File: src/rtl/spi_dbuf_pkg.sv
package spi_dbuf_pkg;
    typedef enum logic [1:0] {
        ST_IDLE  = 2'd0,
        ST_LEAD  = 2'd1,
        ST_TRAIL = 2'd2
    } xfer_state_t;
endpackage

File: src/rtl/spi_halfbit_timer.sv
module spi_halfbit_timer #(
    parameter int SEL_W = 3,
    parameter int CNT_W = (1 << SEL_W) + 1
) (
    input  logic             clk,
    input  logic             rst_n,
    input  logic             run,
    input  logic [SEL_W-1:0] div_sel,
    output logic             tick
);
    logic [CNT_W-1:0] cnt_q;
    logic [CNT_W-1:0] limit;

    // last count of a half period: 2^(div_sel+1) - 1
    assign limit = (CNT_W'(2) << div_sel) - CNT_W'(1);
    assign tick  = run && (cnt_q == limit);

    always_ff @(posedge clk or negedge rst_n) begin
        if (!rst_n) begin
            cnt_q <= '0;
        end else if (!run || tick) begin
            cnt_q <= '0;
        end else begin
            cnt_q <= cnt_q + CNT_W'(1);
        end
    end
endmodule

File: src/rtl/spi_tx_holder.sv
module spi_tx_holder #(
    parameter int W = 8
) (
    input  logic         clk,
    input  logic         rst_n,
    input  logic         wr_en,
    input  logic [W-1:0] wr_data,
    input  logic         take,
    output logic [W-1:0] hold_data,
    output logic         full
);
    always_ff @(posedge clk or negedge rst_n) begin
        if (!rst_n) begin
            hold_data <= '0;
            full      <= 1'b0;
        end else if (take) begin
            full <= 1'b0;
        end else if (wr_en && !full) begin
            hold_data <= wr_data;
            full      <= 1'b1;
        end
    end
endmodule

File: src/rtl/spi_rx_holder.sv
module spi_rx_holder #(
    parameter int W = 8
) (
    input  logic         clk,
    input  logic         rst_n,
    input  logic         push,
    input  logic [W-1:0] push_data,
    input  logic         rd_en,
    input  logic         st_rd,
    output logic [W-1:0] rd_data,
    output logic         rxne,
    output logic         ovr
);
    logic armed_q;

    always_ff @(posedge clk or negedge rst_n) begin
        if (!rst_n) begin
            rd_data <= '0;
            rxne    <= 1'b0;
        end else if (push) begin
            rd_data <= push_data;
            rxne    <= 1'b1;
        end else if (rd_en) begin
            rxne <= 1'b0;
        end
    end

    // overrun: set by a push onto an unread byte; cleared by data read then status read
    always_ff @(posedge clk or negedge rst_n) begin
        if (!rst_n) begin
            ovr     <= 1'b0;
            armed_q <= 1'b0;
        end else begin
            if (push && rxne && !rd_en) begin
                ovr     <= 1'b1;
                armed_q <= 1'b0;
            end else if (st_rd && armed_q) begin
                ovr     <= 1'b0;
                armed_q <= 1'b0;
            end else if (rd_en && ovr) begin
                armed_q <= 1'b1;
            end
        end
    end
endmodule

File: src/rtl/spi_shift_engine.sv
module spi_shift_engine
    import spi_dbuf_pkg::*;
#(
    parameter int W = 8
) (
    input  logic         clk,
    input  logic         rst_n,
    input  logic         enable,
    input  logic         tick,
    input  logic         tx_full,
    input  logic [W-1:0] tx_data,
    input  logic         miso,
    output logic         take,
    output logic         push,
    output logic [W-1:0] push_data,
    output logic         run,
    output logic         busy,
    output logic         sck,
    output logic         mosi
);
    localparam int BIT_W = (W > 1) ? $clog2(W) : 1;

    xfer_state_t      state_q, state_d;
    logic [W-1:0]     tx_sh_q;
    logic [W-1:0]     rx_sh_q;
    logic [BIT_W-1:0] bit_q;
    logic             sample;
    logic             shift;
    logic             last_bit;
    logic             sck_q;

    assign last_bit = (bit_q == BIT_W'(W - 1));

    // next state and control strobes
    always_comb begin
        state_d = state_q;
        take    = 1'b0;
        push    = 1'b0;
        sample  = 1'b0;
        shift   = 1'b0;
        unique case (state_q)
            ST_IDLE: begin
                if (enable && tx_full) begin
                    take    = 1'b1;
                    state_d = ST_LEAD;
                end
            end
            ST_LEAD: begin
                if (tick) begin
                    sample  = 1'b1;
                    state_d = ST_TRAIL;
                end
            end
            ST_TRAIL: begin
                if (tick) begin
                    if (last_bit) begin
                        push = 1'b1;
                        if (enable && tx_full) begin
                            take    = 1'b1;
                            state_d = ST_LEAD;
                        end else begin
                            state_d = ST_IDLE;
                        end
                    end else begin
                        shift   = 1'b1;
                        state_d = ST_LEAD;
                    end
                end
            end
            default: state_d = ST_IDLE;
        endcase
    end

    // state register
    always_ff @(posedge clk or negedge rst_n) begin
        if (!rst_n) begin
            state_q <= ST_IDLE;
        end else begin
            state_q <= state_d;
        end
    end

    // datapath and registered outputs
    always_ff @(posedge clk or negedge rst_n) begin
        if (!rst_n) begin
            tx_sh_q <= '0;
            rx_sh_q <= '0;
            bit_q   <= '0;
            sck_q   <= 1'b1;
        end else begin
            sck_q <= (state_d != ST_LEAD);
            if (take) begin
                tx_sh_q <= tx_data;
                bit_q   <= '0;
            end else if (shift) begin
                tx_sh_q <= {tx_sh_q[W-2:0], 1'b0};
                bit_q   <= bit_q + BIT_W'(1);
            end
            if (sample) begin
                rx_sh_q <= {rx_sh_q[W-2:0], miso};
            end
        end
    end

    assign push_data = rx_sh_q;
    assign run       = (state_q != ST_IDLE);
    assign busy      = run;
    assign sck       = sck_q;
    assign mosi      = tx_sh_q[W-1];
endmodule

File: src/rtl/spi_dbuf_master.sv
module spi_dbuf_master #(
    parameter int DATA_W    = 8,
    parameter int DIV_SEL_W = 3
) (
    input  logic                 clk,
    input  logic                 rst_n,
    input  logic                 enable,
    input  logic [DIV_SEL_W-1:0] div_sel,
    input  logic                 wr_en,
    input  logic [DATA_W-1:0]    wr_data,
    input  logic                 rd_en,
    input  logic                 st_rd,
    output logic [DATA_W-1:0]    rd_data,
    output logic                 txe,
    output logic                 rxne,
    output logic                 bsy,
    output logic                 ovr,
    output logic                 sck,
    output logic                 mosi,
    input  logic                 miso
);
    localparam int CNT_W = (1 << DIV_SEL_W) + 1;

    logic              tick;
    logic              run;
    logic              take;
    logic              push;
    logic              tx_full;
    logic [DATA_W-1:0] tx_hold_data;
    logic [DATA_W-1:0] rx_word;

    spi_halfbit_timer #(.SEL_W(DIV_SEL_W), .CNT_W(CNT_W)) u_timer (
        .clk(clk), .rst_n(rst_n), .run(run), .div_sel(div_sel), .tick(tick)
    );

    spi_tx_holder #(.W(DATA_W)) u_tx (
        .clk(clk), .rst_n(rst_n), .wr_en(wr_en), .wr_data(wr_data),
        .take(take), .hold_data(tx_hold_data), .full(tx_full)
    );

    spi_rx_holder #(.W(DATA_W)) u_rx (
        .clk(clk), .rst_n(rst_n), .push(push), .push_data(rx_word),
        .rd_en(rd_en), .st_rd(st_rd), .rd_data(rd_data), .rxne(rxne), .ovr(ovr)
    );

    spi_shift_engine #(.W(DATA_W)) u_eng (
        .clk(clk), .rst_n(rst_n), .enable(enable), .tick(tick),
        .tx_full(tx_full), .tx_data(tx_hold_data), .miso(miso),
        .take(take), .push(push), .push_data(rx_word), .run(run),
        .busy(bsy), .sck(sck), .mosi(mosi)
    );

    assign txe = !tx_full;
endmodule

File: config.mk
export PLATFORM = sky130hd
export DESIGN_NAME = spi_dbuf_master
export DESIGN_NICKNAME = d
export VERILOG_FILES = /design/src/rtl/spi_dbuf_pkg.sv /design/src/rtl/spi_halfbit_timer.sv /design/src/rtl/spi_tx_holder.sv /design/src/rtl/spi_rx_holder.sv /design/src/rtl/spi_shift_engine.sv /design/src/rtl/spi_dbuf_master.sv
export SDC_FILE = /design/constraint.sdc
export NUM_CORES = 1
export LEC_CHECK = 0
export BUFFER_PORTS_ARGS = -buffer_cell sky130_fd_sc_hd__buf_2
export CAP_MARGIN = 20
export CORE_MARGIN = 1.5
export CORE_UTILIZATION = 64
export CTS_BUF_LIST = sky130_fd_sc_hd__clkbuf_8
export CTS_CLUSTER_DIAMETER = 150
export DETAILED_ROUTE_END_ITERATION = 8
export PLACE_DENSITY = 0.95
export SLEW_MARGIN = 20
export SYNTH_ARGS = -nofsm -noshare
export SYNTH_HDL_FRONTEND = slang
export SYNTH_SLANG_ARGS = --single-unit
File: constraint.sdc
create_clock -name clk -period 5.1 [get_ports clk]
set_input_delay 1.02 -clock clk [delete_from_list [all_inputs] [get_ports clk]]
set_output_delay 1.02 -clock clk [all_outputs]
set_load 0.02 [all_outputs]
==> impl_metrics.py <==
metrics = {
    "status": {
        "status": "finished, final reports clean",
    },
    "finish": {
        "final_common_cell": "dfrtp_1",
        "syn2layout_area_growth_pct": 10.20,
        "final_nets": 268,
        "n_antenna_cell": 0,
        "layout_common_cells": "dfrtp_1, buf_2, nor2_1",
        "design_area_um2": 2813,
        "drive_gt1_share_pct": 28.34,
    },
    "critical_path": {
        "slowest_delay_ns": 0.77,
        "critical_path_buf_inv_count": 1,
        "worst_ep_required_time_ns": 5.34,
        "critical_path_class": "in2reg",
        "start_kind": "primary input",
        "r2r_start": "u_timer.cnt_q[6]",
        "r2r_cells": 6,
        "cp.arrival_ns": 3.76,
        "crit_family": "compound AO/OA/AOI/OAI gates",
        "end_kind": "register",
        "cp_max_fo": 12,
        "r2r_end": "u_eng.push_data[7]",
        "r2r_slack_ns": 2.49,
        "crit_chain": "buf_2, nor2_1, nand2_1, ha_1, nor2b_1, nor3b_1, o311ai_4, and3_4, o31ai_2, a221o_1",
        "critPathSlowestCell": "o31ai_2",
    },
    "global_route": {
        "grt_pass1_wl_mm": 7.762,
        "grt_max_degree": 52,
        "antenna_found_initial": 0,
        "grt_pass1_vias": 1725,
        "grtUsageTotal_pct": 23.47,
        "grt-ovfl-total": 0,
    },
    "floorplanning": {
        "fp.dieW_um": 66.15,
        "rows": 22,
        "fp.dieH_um": 66.15,
        "coreArea_um2": 3744,
        "boundaryPins": 32,
        "die_area_um2": 4376,
        "initial_utilization_pct": 68.18,
    },
    "routing": {
        "via_count": 1720,
        "drc": 0,
        "drt_pass1_iterations": 4,
        "via_per_inst": 5.831,
        "routedWlPerCell_um": 15.42,
        "wl_mm": 4.548,
        "drtIter0Drc": 135,
        "ant_nets": 0,
    },
    "timing": {
        "drv_slew": 0,
        "setup_violations": 0,
        "finalHoldViolations": 0,
        "finalCritPeriodShare_pct": 69.09,
        "fmax_mhz": 283.8,
        "relSlewSlack_pct": 40.94,
        "worst_slew_pin_slew_ns": 0.8806,
        "skew_ns": 0.008503,
        "rsz0062_at_grt": "no",
        "fin_crit_ns": 3.523,
        "fin_setup_tns_ns": 0,
    },
    "clock_tree": {
        "cts_resized": 0,
        "cts.clk_slew.worst_paths_ns": 0.09,
        "worstSkewPairLatency_ns": 0.31,
        "cts_setup_buffers": 0,
        "cts_buffers": 5,
        "clock_sinks": 51,
        "cts_tree": "done",
        "cts.htree.levels": 2,
        "ctsHoldBuffers": 0,
        "clock_path_buffers": 2,
        "root_buffer": "clkbuf_8",
    },
    "yosys": {
        "synth-xor-area-share_pct": 3.725,
        "async_flop_share_pct": 100.0,
        "synthMuxAreaShare_pct": 12.16,
        "synth_edf_count": 0,
        "ys_seq_elements": 51,
        "synth_top_family_by_area": "simple AND/OR/NAND/NOR gates",
        "yosysUniqueCellTypes": 51,
        "synth-simple-area-share_pct": 17.45,
        "syn_area_um2": 2552,
        "yosys_warnings": 0,
        "syn_nets": 239,
        "avgSynthCellArea_um2": 11.76,
        "synthAdderAreaFrac_pct": 1.961,
        "ys_seq_area_share_pct": 50.05,
        "syn_inst": 217,
        "synth_compound_area_share_pct": 11.72,
        "synth_flop_cell": "dfrtp_1",
    },
    "worst_hold_path": {
        "hp-class": "reg2reg",
        "min_to": "u_rx.rd_data[4]",
        "holdCritStartpoint": "u_rx.rd_data[4]",
        "min_path_cells": 1,
    },
    "run": {
        "max_cap_violations": 0,
    },
    "power_and_ir_drop": {
        "power_density_nw_per_um2": 402.0,
        "ir_worst_vdd_uv": 348.4,
        "leakage_uw": 0.001313,
    },
    "placement": {
        "gp_congestion": 0.8003,
        "dp_hpwl_mm": 3.245,
        "placed_cell_area_um2": 2711,
        "numPortBuffers": 31,
    },
}
==> worst max path at each step <==
stage / from / end / cells after the start
after CTS: div_sel[2] / u_eng.push_data[7] / 10
after detailed placement: div_sel[2] / u_eng.push_data[7] / 10
after global routing: div_sel[2] / u_eng.push_data[7] / 10
after floorplan: div_sel[2] / u_eng.push_data[5] / 11
after global placement: div_sel[1] / u_eng.push_data[7] / 10
final: div_sel[2] / u_eng.tx_sh_q[5] / 10
==> per-stage QoR <==
stage	hold slack, ns	worst slack [ns]	instances	total power [uW]	utilization [%]
4_1_cts	0.4959	1.592	295	1135	75.07
3_3_place_gp	0.4689	1.378	287	870.5	72.43
5_1_grt	0.5230	1.377	295	1197	75.13
6_report	0.4983	1.577	295	1131	75.13
3_5_place_dp	0.4754	1.268	287	890.3	72.43
2_1_floorplan	0.4541	1.732	217	813.7	-
==> synthesized netlist by cell type, types with 2 or more instances <==
| master | n | area share [%] |
|---|---|---|
| dfrtp_1 | 50 | 49 |
| nor2_1 | 26 | 3.8 |
| nand2_1 | 21 | 3.1 |
| mux2_2 | 11 | 4.9 |
| nand2b_1 | 10 | 2.5 |
| a221o_1 | 9 | 3.5 |
| mux2_1 | 9 | 4.0 |
| nand3_1 | 6 | 1.2 |
| inv_1 | 5 | 0.74 |
| mux2_4 | 5 | 2.9 |
| xnor2_1 | 5 | 1.7 |
| a21oi_1 | 4 | 0.78 |
| ha_1 | 4 | 2.0 |
| xor2_1 | 4 | 1.4 |
| buf_2 | 3 | 0.59 |
| clkbuf_1 | 3 | 0.44 |
| nor2b_1 | 3 | 0.74 |
| a311oi_2 | 2 | 1.2 |
| and3b_1 | 2 | 0.69 |
| buf_6 | 2 | 0.88 |
| o21ai_0 | 2 | 0.39 |
| o22ai_1 | 2 | 0.49 |
==> state kept, by name, summed over array words and instances (netlist names), 2 cells and up <==
name / cells
u_timer.cnt_q: 9
u_eng.tx_sh_q: 8
u_eng.push_data: 8
u_tx.hold_data: 8
u_rx.rd_data: 8
u_eng.bit_q: 3
u_eng.state_q: 2
==> worst register-to-register path: stages (launching register included) <==
cell      delay, ns
dfrtp_1        0.45
and3b_1        0.22
nor4b_2        0.39
o211ai_4       0.21
a31oi_4        0.31
and3b_1        0.52
mux2_1         0.39
==> cells by family (layout without fill, tap and decap cells) <==
| logic type | count (synthesis) | after routing |
|---|---|---|
| buf+inv | 14 | 44 |
| compound gates | 30 | 30 |
| flops | 51 | 51 |
| fa+ha+maj | 4 | 4 |
| xor+xnor | 10 | 10 |
| simple gates | 82 | 82 |
| mux | 26 | 26 |
==> power by group <==
| part | total, uW | switching, uW | internal [uW] |
|---|---|---|---|
| sequential | 597 | 93.5 | 504 |
| clock | 241 | 130 | 111 |
| combinational | 292 | 147 | 145 |
| total | 1130 | 371 | 760 |
==> area by class of cell <==
cell class	instances	area [um^2]
Clock buffer	6	82.58
Multi-Input combinational cell	152	1200
Timing Repair Buffer	31	157.7
Inverter	5	18.77
Tap cell	48	60.06
Clock inverter	2	16.27
Sequential cell	51	1277
Fill cell	262	930.9
==> layer usage <==
metal	GRT usage, %	part of all wire, %
met3	6.133	4.2
met4	8.673	1.4
met5	0	0
met1	31.51	45
met2	36.75	49
Power figures use the tool's default switching activity.
